==> config.mk <==
export PLATFORM = sky130hd
export DESIGN_NAME = tri_port_pio
export DESIGN_NICKNAME = d
export VERILOG_FILES = /design/src/rtl/ppi_pkg.sv /design/src/rtl/ppi_ctrl.sv /design/src/rtl/ppi_port.sv /design/src/rtl/tri_port_pio.sv
export SDC_FILE = /design/constraint.sdc
export NUM_CORES = 1
export LEC_CHECK = 0
export BUFFER_PORTS_ARGS = -buffer_cell sky130_fd_sc_hd__buf_2
export CAP_MARGIN = 30
export CORE_ASPECT_RATIO = 1.4
export CORE_MARGIN = 2
export CORE_UTILIZATION = 36
export DETAILED_ROUTE_END_ITERATION = 12
export SLEW_MARGIN = 20
export SYNTH_ARGS = -nofsm -noshare
export SYNTH_HDL_FRONTEND = slang
export SYNTH_SLANG_ARGS = --single-unit
==> constraint.sdc <==
create_clock -name clk -period 3.91 [get_ports clk]
set_clock_uncertainty 0.05 [all_clocks]
set_input_delay 0.1955 -clock clk [delete_from_list [all_inputs] [get_ports clk]]
set_output_delay 0.1955 -clock clk [all_outputs]
set_load 0.02 [all_outputs]
==> src/rtl/ppi_pkg.sv <==
// Package: shared constants and types for the three-port parallel I/O block.
// Assumes an 8-bit bus and byte-wide ports; the control bit positions below
// are fixed because software encodes them.
package ppi_pkg;
    localparam int BUS_W    = 8;
    localparam int NPORTS   = 3;
    localparam int ADDR_W   = 2;

    localparam int CW_MODE  = 7;
    localparam int CW_A     = 4;
    localparam int CW_CHI   = 3;
    localparam int CW_B     = 1;
    localparam int CW_CLO   = 0;

    localparam logic [ADDR_W-1:0] SEL_A    = 2'd0;
    localparam logic [ADDR_W-1:0] SEL_B    = 2'd1;
    localparam logic [ADDR_W-1:0] SEL_C    = 2'd2;
    localparam logic [ADDR_W-1:0] SEL_CTRL = 2'd3;

    // Direction of each configurable group, 1 = input
    typedef struct packed {
        logic a_in;
        logic b_in;
        logic chi_in;
        logic clo_in;
    } dir_t;

    localparam dir_t DIR_RESET = '{a_in: 1'b1, b_in: 1'b1, chi_in: 1'b1, clo_in: 1'b1};
endpackage

==> src/rtl/ppi_ctrl.sv <==
// Module: control register decoder.
// Holds the direction state and emits a one-cycle clear pulse for the output
// latches on every accepted mode-set write. Assumes the write strobe is
// already qualified by chip select.
module ppi_ctrl
    import ppi_pkg::*;
(
    input  logic             clk,
    input  logic             rst_n,
    input  logic             ctrl_we,
    input  logic [BUS_W-1:0] wdata,
    output dir_t             dir,
    output logic             latch_clr
);
    logic accept;

    // Purpose: accept only control words carrying the mode-set flag
    always_comb begin
        accept = ctrl_we && wdata[CW_MODE];
    end

    // Purpose: register the port directions
    always_ff @(posedge clk) begin
        if (!rst_n) begin
            dir <= DIR_RESET;
        end else if (accept) begin
            dir.a_in   <= wdata[CW_A];
            dir.b_in   <= wdata[CW_B];
            dir.chi_in <= wdata[CW_CHI];
            dir.clo_in <= wdata[CW_CLO];
        end
    end

    // Purpose: combinational clear request, applied by the port latches
    always_comb begin
        latch_clr = accept;
    end
endmodule

==> src/rtl/ppi_port.sv <==
// Module: one parallel port.
// Output latch, two-flop input synchronizer and per-half read selection.
// Assumes W is even; each half of the port has its own direction input, and
// whole ports tie both direction inputs together.
module ppi_port #(
    parameter int W = 8
) (
    input  logic         clk,
    input  logic         rst_n,
    input  logic         wr_en,
    input  logic         clr,
    input  logic [W-1:0] wdata,
    input  logic         dir_hi,
    input  logic         dir_lo,
    input  logic [W-1:0] pin_in,
    output logic [W-1:0] latch_q,
    output logic [W-1:0] oe,
    output logic [W-1:0] rd_val
);
    localparam int HALF = W / 2;

    logic [W-1:0] sync1_q;
    logic [W-1:0] sync2_q;

    // Purpose: output latch, cleared on mode-set, loaded on data write
    always_ff @(posedge clk) begin
        if (!rst_n) begin
            latch_q <= '0;
        end else if (clr) begin
            latch_q <= '0;
        end else if (wr_en) begin
            latch_q <= wdata;
        end
    end

    // Purpose: two-stage synchronizer for the pin inputs
    always_ff @(posedge clk) begin
        if (!rst_n) begin
            sync1_q <= '0;
            sync2_q <= '0;
        end else begin
            sync1_q <= pin_in;
            sync2_q <= sync1_q;
        end
    end

    genvar h;
    generate
        for (h = 0; h < 2; h++) begin : g_half
            logic dir_h;
            // Purpose: choose this half's direction bit
            always_comb begin
                dir_h = (h == 1) ? dir_hi : dir_lo;
            end
            // Purpose: drive enables and select the read source for this half
            always_comb begin
                oe[h*HALF +: HALF]     = {HALF{~dir_h}};
                rd_val[h*HALF +: HALF] = dir_h ? sync2_q[h*HALF +: HALF]
                                               : latch_q[h*HALF +: HALF];
            end
        end
    endgenerate
endmodule

==> src/rtl/tri_port_pio.sv <==
// Module: top of the three-port parallel I/O peripheral.
// Decodes the bus, instantiates the control register and three ports, and
// registers read data. Assumes strobes are synchronous to clk and that a read
// and a write in the same cycle see the pre-write state.
module tri_port_pio
    import ppi_pkg::*;
(
    input  logic                    clk,
    input  logic                    rst_n,
    input  logic                    cs,
    input  logic                    rd,
    input  logic                    wr,
    input  logic [ADDR_W-1:0]       addr,
    input  logic [BUS_W-1:0]        wdata,
    output logic [BUS_W-1:0]        rdata,
    input  logic [NPORTS*BUS_W-1:0] pad_in,
    output logic [NPORTS*BUS_W-1:0] pad_out,
    output logic [NPORTS*BUS_W-1:0] pad_oe
);
    dir_t             dir;
    logic             latch_clr;
    logic             bus_wr;
    logic             bus_rd;
    logic [BUS_W-1:0] port_rd [NPORTS];
    logic [BUS_W-1:0] rd_mux;
    logic [NPORTS-1:0] dir_hi_v;
    logic [NPORTS-1:0] dir_lo_v;

    // Purpose: qualify strobes with chip select
    always_comb begin
        bus_wr = cs && wr;
        bus_rd = cs && rd;
    end

    ppi_ctrl u_ctrl (
        .clk       (clk),
        .rst_n     (rst_n),
        .ctrl_we   (bus_wr && (addr == SEL_CTRL)),
        .wdata     (wdata),
        .dir       (dir),
        .latch_clr (latch_clr)
    );

    // Purpose: map group directions onto each port's two halves
    always_comb begin
        dir_hi_v = {dir.chi_in, dir.b_in, dir.a_in};
        dir_lo_v = {dir.clo_in, dir.b_in, dir.a_in};
    end

    genvar p;
    generate
        for (p = 0; p < NPORTS; p++) begin : g_port
            ppi_port #(.W(BUS_W)) u_port (
                .clk     (clk),
                .rst_n   (rst_n),
                .wr_en   (bus_wr && (addr == ADDR_W'(p))),
                .clr     (latch_clr),
                .wdata   (wdata),
                .dir_hi  (dir_hi_v[p]),
                .dir_lo  (dir_lo_v[p]),
                .pin_in  (pad_in[p*BUS_W +: BUS_W]),
                .latch_q (pad_out[p*BUS_W +: BUS_W]),
                .oe      (pad_oe[p*BUS_W +: BUS_W]),
                .rd_val  (port_rd[p])
            );
        end
    endgenerate

    // Purpose: select the read source by address; control reads as zero
    always_comb begin
        case (addr)
            SEL_A:   rd_mux = port_rd[0];
            SEL_B:   rd_mux = port_rd[1];
            SEL_C:   rd_mux = port_rd[2];
            default: rd_mux = '0;
        endcase
    end

    // Purpose: register read data, zero when no read is strobed
    always_ff @(posedge clk) begin
        if (!rst_n) begin
            rdata <= '0;
        end else if (bus_rd) begin
            rdata <= rd_mux;
        end else begin
            rdata <= '0;
        end
    end
endmodule

* Word-level counts from Yosys, hierarchy flattened
Index checks and enable logic that the tools add are counted.
** Operators by class
- Multiplexer cells :: 7
- Reduce and logical (&&, ||, !) cells :: 10
- Eq/ne operators :: 3
- Bitwise logic cells :: 5
** Operators by type and width (number)
- $mux W4 :: 6
- $pmux W8 S3 :: 1
- $logic_and A1 B1 Y1 :: 7
- $not A1 Y1 :: 5
- $eq A2 B2 Y1 const B :: 2
- $eq A2 B1 Y1 const B :: 1
- $logic_not A2 Y1 :: 1
- $reduce_and A2 Y1 :: 1
- $reduce_or A2 Y1 :: 1
** Word-level totals
- Bits of input ports :: 39
- Register bits :: 84
- Word-level logic and storage cells :: 39

* Logic depth before layout (Yosys ltp)
Gate-level depths: netlist (run 1).
- Depth after elaboration :: 4
- Depth in mapped cells :: 5
- Mapped depth without buffers :: 3

* Cells and area by module
A second synthesis (run 1) with hierarchy kept.
** Unflattened totals
- Cells, all modules :: 290
- Area total of the unflattened synthesis :: 3193.1 um^2
** Modules (own cells, without submodules)
- ppi_port :: instances 3, cells an instance 76, area an instance 870.8 um^2
- tri_port_pio :: instances 1, cells an instance 44, area an instance 424.2 um^2
- ppi_ctrl :: instances 1, cells an instance 18, area an instance 156.4 um^2

* Worst setup path after synthesis (run 1)
OpenSTA, ideal clock, no wires.
- Path kind :: flip-flop to flip-flop
- Start point :: reg u_ctrl.dir[3] (netlist name)
- End point :: reg rdata[0]
- Path slack :: 2.683 ns
- Buffers on the path :: 1
- Clock period less this slack :: 1.227 ns
- Arrival :: 1.049 ns
- Stages on the path, launching flop included :: 5
- Data required time :: 3.731 ns
- Path through :: dfxtp_1 buf_2 mux2_2 a22oi_1 a21oi_1
** On the way
- Longest elaborated chain between the ends :: 2
** RTL lines
- $mux W4 :: RTL line ppi_port.sv:58 : rd_val[h*HALF +: HALF] = dir_h ? sync2_q[h*HALF +: HALF]
- $pmux W8 S3 :: RTL line tri_port_pio.sv:71 : case (addr)
- end signal: assignment :: RTL line tri_port_pio.sv:84 : rdata <= rd_mux;
- end: declaration :: RTL line tri_port_pio.sv:15 : output logic [BUS_W-1:0] rdata,
No other way between the ends.
A chain may end at the register's enable or synchronous reset.

* Final worst setup path (run 1)
- Start point :: reg u_ctrl.dir[3] (netlist name)
- End point :: out pad_oe[7]
** On the way
- Longest elaborated chain between the ends :: 1
** RTL lines
- $not A1 Y1 :: RTL line ppi_port.sv:57 : oe[h*HALF +: HALF] = {HALF{~dir_h}};
- end: declaration :: RTL line tri_port_pio.sv:18 : output logic [NPORTS*BUS_W-1:0] pad_oe
No other way between the ends.

==> out/metrics.cfg, run 1 <==
[grt]
grt-ovfl-total = 0
grt_max_degree = 55
antenna_found_initial = 0
track_usage_pct = 15.9
grt_pass1_wl_mm = 11.3
grt_pass1_vias = 2222

[job]
cap_violations = 0

[logic_synthesis]
syn_inst = 313
yosysUniqueCellTypes = 26
yosysSeqAreaShare_pct = 53.1
ys_ff_latch = 84
yosysTopAreaCellShare_pct = 53.1
yosys.area.top_type = dfxtp_1
syn-mean-instance-area_sq_um = 10.1
netlist_top_cells_area = dfxtp_1 53%, and2_1 9.5%, mux2_2 8.5%, buf_4 5.5%, nand2_1 4.9%
synth_area_sq_um = 3160
syn_nets = 352
yosys_warnings = 0

[clock_network]
cts_root_buf = clkbuf_16
clock-sinks = 84
cts_setup_buffers = 0
clkLatencyLatePin_ns = 0.33
clkTransAtPathRegs_ns = 0.06
cts_tree = done
ctsLongestPathBuffers = 2
cts-resized-gates = 0
htree_levels = 3
cts_hold_buf = 0
numCtsBuffers = 9

[routing]
ant_nets = 0
finalWirelength_mm = 7.55
drt-initial-drc-count = 154
via_per_inst = 4.75
via_count = 2314
drc = 0
routedWlPerCell_microns = 15.5
first_pass_iters = 4

[sta]
hold_viol = 0
rsz0062_at_grt = no
fin_crit_sh_pct = 40.1
fin_tns_setup_ns = 0
finalSetupViolations = 0
fin_hold_ws_ns = 0.0143
tightest_slew_ns = 0.714
max-slew-margin-rel_pct = 52.4
slew_violations = 0
fmax_ghz = 0.638
min_period_ns = 1.57

[setup_path]
cp.arrival_ns = 1.32
crit_buf_inv = 2
crit_chain = inv_1 -> buf_2
reg2reg_depth = 3
start_kind = flop
worstSetupEndpointType = primary output
max_stage_delay_ns = 0.60
cp.depth = 2
r2r-start = u_ctrl.dir[3]$_SDFFE_PN1P_
crit_fanout = 10
worst-endpoint-required_ns = 3.66
r2r_slack_ns = 2.46
slowest_stage = dfxtp_1
crit_family = flip-flops
crit_type = flop to primary output
rr_endpoint = rdata[1]$_SDFF_PN0_

[power_and_ir_drop]
p_seq_share_pct = 49.7
max-vdd-ir-drop_mv = 0.253
switching_share_pct = 21.4
power.switching_mw = 0.388
combPwrFrac_pct = 6.6
power_frac_clock_pct = 43.7
power.leakage_nw = 1.72
p_int_mw = 1.42
fin_total_pwr_mw = 1.81
p_per_area_nw_per_um2 = 479

[floorplan]
start_util_pct = 37.0
ios = 95
die_w_microns = 83.2
core_sq_um = 8560
fp.dieH_microns = 115
rows = 40
die-area_sq_um = 9570

[finish]
fin_area_sq_um = 3770
syn2layout_area_growth_pct = 19.3
fin_nets = 418
n_fill_cell = 835
final_util_pct = 44.1
n_antenna_cell = 0
drive_gt1_share_pct = 35.9
seq_area_sq_um = 1680
multi_input_area_sq_um = 1200

[min_path]
min-delay-start = pad_in[8]
whs_path_depth = 2
min_to = g_port[1].u_port.sync1_q[0]$_SDFF_PN0_
hp-class = primary input to flop

[status]
status = finished clean

[placement]
dpl_cell_area_sq_um = 3500
hpwl_mm = 5.52
gp_congestion = 0.861
portBuffers = 94

## stage by stage
step,instances,worst slack (ns)
after floorplan,313,2.68
final,487,2.34
after global placement,473,2.29
after CTS,487,2.32
after global routing,487,2.20
after detailed placement,473,2.19
## cells in the mapped netlist
cell type	number
a21oi_1	24
a22oi_1	8
and2_1	48
and2b_1	1
and4_1	1
and4b_1	2
and4bb_1	1
buf_2	7
buf_4	23
buf_6	3
clkbuf_1	5
clkbuf_2	1
dfxtp_1	84
inv_1	5
mux2_2	24
mux2i_1	8
nand2_1	41
nand3_1	8
nand4_1	1
nand4_2	1
nand4b_1	2
nor2_1	4
nor2_2	5
nor2b_1	1
o21ai_0	4
o21ai_4	1
## flip-flops by register name, summed over array words and instances, names as in the netlist
register	cells
g_port.u_port.sync2_q	24
u_ctrl.dir	4
g_port.u_port.latch_q	24
g_port.u_port.sync1_q	24
rdata	8
## layout by cell type (no fill, tap or decap)
master	instances
buf_2	94
dfxtp_1	84
and2_1	48
nand2_1	41
a21oi_1	24
mux2_2	24
clkbuf_16	9
mux2i_1	8
a22oi_1	8
nand3_1	8
inv_1	5
nor2_2	5
nor2_1	4
o21ai_0	4
and4b_1	2
nand4b_1	2
clkinv_2	2
clkbuf_1	2
nand4_2	1
o21ai_4	1
and4bb_1	1
nor2b_1	1
and2b_1	1
nand4_1	1
and4_1	1
bufinv_16	1
## layer usage
layer	track usage, %	part of all wire (%)	up-vias
li1	-	-	1141
met1	16.6	39	1064
met2	28.2	52	90
met4	10.6	4.5	0
met3	4.16	5.2	19
met5	0	0	-
## area by class of cell
type	instances	area share, %
inverters	5	0.497
clock buffers	11	6.17
repair buffers	94	12.5
flip-flops and latches	84	44.6
clock inverters	3	1.06
multi-input cells	185	31.8
well taps	105	3.48
## logic make-up after synthesis
| family | after synthesis | share of synthesized area [%] |
|---|---|---|
| flip-flops | 84 | 53.1 |
| buffers and inverters | 44 | 8.98 |
| AND/OR/NAND/NOR | 116 | 20.0 |
| multiplexers | 32 | 11.1 |
| AO/OA/AOI/OAI | 37 | 6.84 |
## power groups by stage
| stage | logic (mW) | registers (mW) | clock network, mW |
|---|---|---|---|
| 4_1_cts | 0.121 | 0.899 | 0.803 |
| 6_report | 0.120 | 0.899 | 0.790 |
| 3_5_place_dp | 0.121 | 0.918 | 0 |
| 5_1_grt | 0.131 | 0.901 | 0.840 |
| 2_1_floorplan | 0.0804 | 0.918 | 0 |
| 3_3_place_gp | 0.118 | 0.918 | 0 |
## worst max path at each step
| stage | from | endpoint |
|---|---|---|
| after floorplan | u_ctrl.dir[3]$_SDFFE_PN1P_ | rdata[0]$_SDFF_PN0_ |
| after global placement | rst_n | rdata[1]$_SDFF_PN0_ |
| after detailed placement | rst_n | rdata[5]$_SDFF_PN0_ |
| after CTS | u_ctrl.dir[2]$_SDFFE_PN1P_ | pad_oe[8] |
| after global routing | u_ctrl.dir[2]$_SDFFE_PN1P_ | pad_oe[13] |
| final | u_ctrl.dir[3]$_SDFFE_PN1P_ | pad_oe[7] |
No activity file was read; power rests on OpenSTA's default activity.
==> inputs of run 2 (changes only) <==
==> constraint.sdc (replaced) <==
create_clock -name clk -period 1.5 [get_ports clk]
set_clock_uncertainty 0.05 [all_clocks]
set_input_delay 0.075 -clock clk [delete_from_list [all_inputs] [get_ports clk]]
set_output_delay 0.075 -clock clk [all_outputs]
set_load 0.02 [all_outputs]
==> run 2 against run 1 <==
Wire length up 3.8%. Final cell count grew 9.0%. Worst setup slack lost 2.1 ns. Flip-flop and latch count did not move. First-iteration DRC count is 7.1% lower. Clock-buffer cell count is 3 higher. Sequential power rose to 2.6 times the previous value. Sequential share of layout area down 4.6 points. Register-to-register slack got worse by 2.2 ns. Power rose to 2.7 times the previous value.
==> out/metrics.cfg, run 2 (same netlist as run 1, synthesis figures left out) <==
[status]
status = finished clean

[sta]
fin_crit_sh_pct = 83.8
max-slew-margin-rel_pct = 64.7  ; +12 points
fmax_ghz = 0.796
finalWorstSetupSlack_ns = 0.244  ; -2.10 ns
min_period_ns = 1.26
slew_violations = 0  ; unchanged
hold_viol = 0  ; unchanged
fin_tns_setup_ns = 0  ; unchanged
finalSetupViolations = 0  ; unchanged
rsz0062_at_grt = no
tightest_slew_ns = 0.527  ; -0.186 ns

[setup_path]
worst-endpoint-required_ns = 1.37  ; -2.29 ns
r2r_slack_ns = 0.25  ; -2.21 ns
crit_fanout = 8  ; -2
cp.arrival_ns = 1.13  ; -0.19 ns
crit_type = flop to primary output
start_kind = flop
worstSetupEndpointType = primary output

[routing]
ant_nets = 0  ; unchanged
via_per_inst = 4.57  ; -3.8%
drc = 0  ; unchanged
first_pass_iters = 4  ; unchanged
via_count = 2428  ; +4.9%
drt-initial-drc-count = 143  ; -7.1%
finalWirelength_mm = 7.84  ; +3.8%
routedWlPerCell_microns = 14.8  ; -4.8%

[finish]
syn2layout_area_growth_pct = 32.8
final_cell_mix = 94 x buf_2, 84 x dfxtp_1, 48 x and2_1
largestRegisters = g_port.u_port.latch_q: 24 flops, g_port.u_port.sync1_q: 24 flops, g_port.u_port.sync2_q: 24 flops
fin_nets = 460  ; +10%
mostFrequentLayoutCell = buf_2
final_util_pct = 49.1  ; +5.0 points
drive_gt1_share_pct = 34.8  ; -1.0 points

[grt]
grt_max_degree = 27  ; -51%
grt_pass1_vias = 2340  ; +5.3%
grt_pass1_wl_mm = 11.9  ; +4.7%
track_usage_pct = 16.6  ; +0.67 points
antenna_found_initial = 0  ; unchanged
grt-ovfl-total = 0  ; unchanged

[placement]
hpwl_mm = 5.70  ; +3.2%
portBuffers = 94  ; unchanged
post-place-ws_ns = 0.251  ; -1.94 ns
gp_congestion = 0.844  ; -1.9%

[clock_network]
ctsLongestPathBuffers = 2  ; unchanged
htree_levels = 3  ; unchanged
cts_tree = done
clkTransAtPathRegs_ns = 0.06  ; about the same
cts_setup_buffers = 0  ; unchanged
clkLatencyLatePin_ns = 0.33  ; about the same
numCtsBuffers = 9  ; unchanged
clock-sinks = 84  ; unchanged
cts_root_buf = clkbuf_16

[floorplan]
die_w_microns = 83.2  ; unchanged
die-area_sq_um = 9570  ; unchanged
ios = 95  ; unchanged
core_sq_um = 8560  ; unchanged
start_util_pct = 37.0  ; unchanged
rows = 40  ; unchanged
fp.dieH_microns = 115  ; unchanged

[power_and_ir_drop]
combPwrFrac_pct = 8.0  ; +1.4 points
max-vdd-ir-drop_mv = 0.681  ; +170%
power.switching_mw = 1.03  ; +170%
power_frac_clock_pct = 44.9  ; +1.2 points
power.leakage_nw = 1.92  ; +11%
p_seq_share_pct = 47.1  ; -2.6 points
switching_share_pct = 20.9  ; -0.56 points
p_int_mw = 3.93  ; +180%
p_per_area_nw_per_um2 = 1180  ; +150%

[job]
cap_violations = 0  ; unchanged

[min_path]
hp-class = primary input to flop

==> run 2: cell count changes in the layout (fill, tap and decap cells not counted), sizes merged <==
| cell | before | now |
|---|---|---|
| dlygate4sd3 | 0 | 32 |
| buf | 94 | 104 |
| diode | 0 | 1 |
| clkinv | 2 | 0 |
| clkbuf | 11 | 14 |
==> run 2: path summary, 6_finish.rpt <==
check,depth (start not counted),start,to
setup / recovery,3,u_ctrl.dir[2]$_SDFFE_PN1P_,pad_oe[10]
hold reg to reg,1,g_port[2].u_port.sync1_q[7]$_SDFF_PN0_,g_port[2].u_port.sync2_q[7]$_SDFF_PN0_
hold / removal,3,wdata[7],g_port[2].u_port.latch_q[7]$_SDFFE_PP0P_
setup reg to reg,4,u_ctrl.dir[3]$_SDFFE_PN1P_,rdata[7]$_SDFF_PN0_
==> run 2: layout make-up <==
class / count / area, sq um
multi-input cells: 185 / 1200
well taps: 105 / 131
clock buffers: 14 / 274
inverters: 5 / 18.8
flip-flops and latches: 84 / 1680
fillers: 777 / 4360
repair buffers: 136 / 866
clock inverters: 1 / 30.0
diodes: 1 / 2.50
==> run 2: metrics by stage <==
step | instance area [sq um] | hold slack [ns] | std cells | power (mW)
CTS | 4200 | 0.0168 | 530 | 5.00
finish | 4200 | 0.0344 | 531 | 4.96
global placement | 3580 | 0.230 | 483 | 2.72
detailed placement | 3580 | 0.234 | 483 | 2.72
global route | 4200 | 0.0289 | 530 | 5.13
floorplan | 3160 | 0.152 | 313 | 2.60
==> run 2: layer usage <==
layer	global-route usage (%)	wire [microns]	vias to the layer above
li1	-	-	1222
met1	17.7	3120	1101
met2	29.9	4040	88
met3	3.37	394	17
met4	10.5	284	0
met5	0	0	-
==> run 2: repair_timing <==
item,4_1_cts,5_1_grt
hold buffers,32,0
resized for setup,0,0
endpoints found under the setup margin,0,0
hold endpoints to repair,39,0
==> run 2: power groups by stage <==
stage / Clock (mW) / Combinational (mW) / Sequential (mW)
2_1_floorplan: 0 / 0.210 / 2.39
5_1_grt: 2.36 / 0.431 / 2.35
3_3_place_gp: 0 / 0.329 / 2.39
6_report: 2.23 / 0.396 / 2.34
4_1_cts: 2.26 / 0.398 / 2.34
3_5_place_dp: 0 / 0.334 / 2.39
==> run 2: worst max-delay path, stage by stage (launching register included) <==
cell and delay [ns]:
dfxtp_1 0.31, buf_4 0.16, inv_1 0.14, buf_2 0.19
==> inputs of run 3 (changes only) <==
--- a/config.mk
+++ b/config.mk
@@ -5,6 +5,7 @@
 export SDC_FILE = /design/constraint.sdc
 export NUM_CORES = 1
 export LEC_CHECK = 0
+export ABC_AREA = 1
 export BUFFER_PORTS_ARGS = -buffer_cell sky130_fd_sc_hd__buf_2
 export CAP_MARGIN = 30
 export CORE_ASPECT_RATIO = 1.4
==> constraint.sdc (replaced) <==
create_clock -name clk -period 1 [get_ports clk]
set_clock_uncertainty 0.05 [all_clocks]
set_input_delay 0.05 -clock clk [delete_from_list [all_inputs] [get_ports clk]]
set_output_delay 0.05 -clock clk [all_outputs]
set_load 0.02 [all_outputs]
==> run 3 against run 2 <==
The run now ends with negative setup slack left. Hold slack got worse by 0.013 ns. Largest cell class unchanged. Core utilization increased by 5.5 points. Register-to-register slack got worse by 0.35 ns. Critical path type unchanged.
==> out/metrics.cfg, run 3 <==
[status]
status = complete, but fails checks
failed_checks = negative setup slack

[logic_synthesis]
yosys.area.top_type = dfxtp_1
yosysSeqAreaShare_pct = 49.7  ; -3.4 points
async_flop_share_pct = 0  ; unchanged
syn-mean-instance-area_sq_um = 7.30  ; -28%
syn_nets = 502  ; +43%
synth_compound_area_share_pct = 3.51  ; -3.3 points
synth_edf_count = 0  ; unchanged
synthMuxAreaShare_pct = 0  ; -11 points
synth_top_family_by_area = simple AND/OR/NAND/NOR gates
synth_xor_xnor_area_share_pct = 0  ; unchanged
yosys.area_share.simple_pct = 29.5  ; +9.6 points
synth_area_sq_um = 3380  ; +6.9%
synthAdderAreaFrac_pct = 0  ; unchanged
netlist_top_cells_area = dfxtp_1 50%, nand2_1 22%, inv_1 9.4%, buf_4 4.7%, nand3_1 4.0%
yosys-top-cells-count = 202 x nand2_1, 85 x inv_1, 84 x dfxtp_1
yosys_warnings = 0  ; unchanged
yosysUniqueCellTypes = 22  ; -15%
ys_ff_latch = 84  ; unchanged
syn_inst = 463  ; +48%
yosysTopAreaCellShare_pct = 49.7  ; -3.4 points
yosysMostFrequentCell = nand2_1
ys_dominant_reg_cell = dfxtp_1

[routing]
ant_nets = 0  ; unchanged
routedWlPerCell_microns = 11.9  ; -19%
first_pass_iters = 4  ; unchanged
drt-initial-drc-count = 104  ; -27%
drc = 0  ; unchanged
via_per_inst = 4.33  ; -5.4%
finalWirelength_mm = 8.43  ; +7.5%
via_count = 3059  ; +26%

[finish]
syn2layout_area_growth_pct = 46.7
final_cell_mix = 184 x nand2_1, 83 x inv_1, 70 x dfxtp_1
n_fill_cell = 851  ; +9.5%
fin_nets = 634  ; +38%
instances_no_fill = 707  ; +33%
fin_area_sq_um = 4960  ; +18%
mostFrequentLayoutCell = nand2_1
n_antenna_cell = 0  ; -1
drive_gt1_share_pct = 33.8  ; -0.99 points
largestRegisters = g_port.u_port.latch_q: 24 flops, g_port.u_port.sync1_q: 24 flops, g_port.u_port.sync2_q: 24 flops

[floorplan]
fp.dieH_microns = 119  ; +3.3%
die_w_microns = 85.9  ; +3.2%
die-area_sq_um = 10200  ; +6.6%
core_sq_um = 9080  ; +6.1%
rows = 41  ; +2.5%
ios = 95  ; unchanged
start_util_pct = 37.2  ; +0.27 points

[sta]
slew_violations = 0  ; unchanged
finalSetupViolations = 28  ; +28
rsz0062_at_grt = yes
fmax_ghz = 0.853
tightest_slew_ns = 0.339  ; -0.188 ns
min_period_ns = 1.17
hold_viol = 0  ; unchanged
fin_crit_sh_pct = 117
max-slew-margin-rel_pct = 77.4  ; +13 points
finalWorstSetupSlack_ns = -0.172  ; -0.416 ns

[placement]
gp_congestion = 0.884  ; +4.7%
portBuffers = 94  ; unchanged
dpl_cell_area_sq_um = 3930  ; +9.8%
post-place-ws_ns = -0.0736  ; -0.324 ns
dp.cells = 652  ; +35%
hpwl_mm = 6.05  ; +6.2%

[grt]
grt-ovfl-total = 0  ; unchanged
grt_pass1_vias = 2930  ; +25%
grt_max_degree = 38  ; +41%
grt_pass1_wl_mm = 13.6  ; +14%
antenna_found_initial = 0  ; unchanged
track_usage_pct = 17.3  ; +0.72 points

[clock_network]
clkLatencyLatePin_ns = 0.34  ; about the same
clkTransAtPathRegs_ns = 0.06  ; about the same
ctsLongestPathBuffers = 2  ; unchanged
clock-sinks = 84  ; unchanged
numCtsBuffers = 9  ; unchanged
htree_levels = 3  ; unchanged
cts_root_buf = clkbuf_16
cts_tree = done

[setup_path]
r2r-start = u_ctrl.dir[3]$_SDFFE_PN1P_
crit_chain = buf_6 -> inv_8 -> buf_8 -> buf_6
crit_type = flop to primary output
r2r_slack_ns = -0.10  ; -0.35 ns
worst-endpoint-required_ns = 0.90  ; -0.47 ns
rr_endpoint = rdata[7]$_SDFF_PN0_
worstSetupEndpointType = primary output
cp.arrival_ns = 1.07  ; -0.06 ns
reg2reg_depth = 8  ; +4
critPathMostFrequentCell = buf_6
slowest_stage = dfxtp_2
max_stage_delay_ns = 0.32  ; about the same
crit_fanout = 7  ; -1
start_kind = flop

[min_path]
min-delay-start = wdata[7]
hp-class = primary input to flop
whs_path_depth = 3  ; unchanged
min_to = g_port[2].u_port.latch_q[7]$_SDFFE_PP0P_

[power_and_ir_drop]
fin_total_pwr_mw = 7.37  ; +49%
power.leakage_nw = 2.81  ; +46%
p_per_area_nw_per_um2 = 1480  ; +26%
max-vdd-ir-drop_mv = 0.855  ; +26%

[job]
cap_violations = 0  ; unchanged

## run 3: cell types whose count changed after synthesis, moves of 17 or more
cell     before  now
a21oi_1      24    7
nand2_1      41  202
and2_1       48    0
nand3_1       8   27
inv_1         5   85
mux2_2       24    0
## run 3: layout make-up
| cell class | instances | area (sq um) | area share [%] |
|---|---|---|---|
| timing repair buffer | 152 | 1250 | 25.2 |
| tap | 107 | 134 | 2.70 |
| sequential | 84 | 1700 | 34.3 |
| clock buffer | 11 | 253 | 5.09 |
| inverter | 92 | 368 | 7.41 |
| multi-input combinational | 256 | 1220 | 24.5 |
| clock inverter | 5 | 36.3 | 0.731 |
## run 3: power breakdown
part           internal, mW  switching (mW)
combinational         0.353           0.404
clock                  1.82            1.28
sequential             3.46          0.0487
## run 3: how the worst max path moves through the flow
stage                                to                  startpoint
detailed placement  rdata[7]$_SDFF_PN0_  u_ctrl.dir[1]$_SDFFE_PN1P_
finish                        pad_oe[6]  u_ctrl.dir[3]$_SDFFE_PN1P_
CTS                           pad_oe[7]  u_ctrl.dir[3]$_SDFFE_PN1P_
global route                  pad_oe[6]  u_ctrl.dir[3]$_SDFFE_PN1P_
global placement    rdata[7]$_SDFF_PN0_  u_ctrl.dir[1]$_SDFFE_PN1P_
floorplan           rdata[0]$_SDFF_PN0_  u_ctrl.dir[2]$_SDFFE_PN1P_
## run 3: metal layers
layer	GRT usage, %	wire length, microns	part of all wire [%]
met1	18.9	3490	41
met2	29.8	4230	50
met3	3.56	403	4.8
met4	10.7	301	3.6
met5	0	0	0
## run 3: what timing repair did
action | 4_1_cts | 5_1_grt
hold buffers | 33 | 0
hold endpoints to repair | 45 | 0
pin swaps | 8 | 5
resized for setup | 90 | 39
setup buffers | 8 | 1
endpoints found under the setup margin | 37 | 49
## run 3: cell families after synthesis
kind of cell,count (synthesis)
AO/OA/AOI/OAI,17
buffers and inverters,123
AND/OR/NAND/NOR,239
flip-flops,84
## run 3: per-stage QoR
| step | utilization [%] | hold WS (ns) | setup TNS, ns |
|---|---|---|---|
| final | 54.7 | 0.0217 | -3.09 |
| after global routing | 54.7 | 0.0431 | -4.31 |
| after floorplan | - | 0.0976 | 0 |
| after global placement | 43.2 | 0.182 | -0.205 |
| after detailed placement | 43.2 | 0.184 | -0.282 |
| after CTS | 53.7 | 0.0268 | -3.87 |
## run 3: worst max-delay path: cells and delay by family, from the launching register on
family                 cells  cell delay, ns
flip-flops                 1            0.32
buffers and inverters      4            0.41
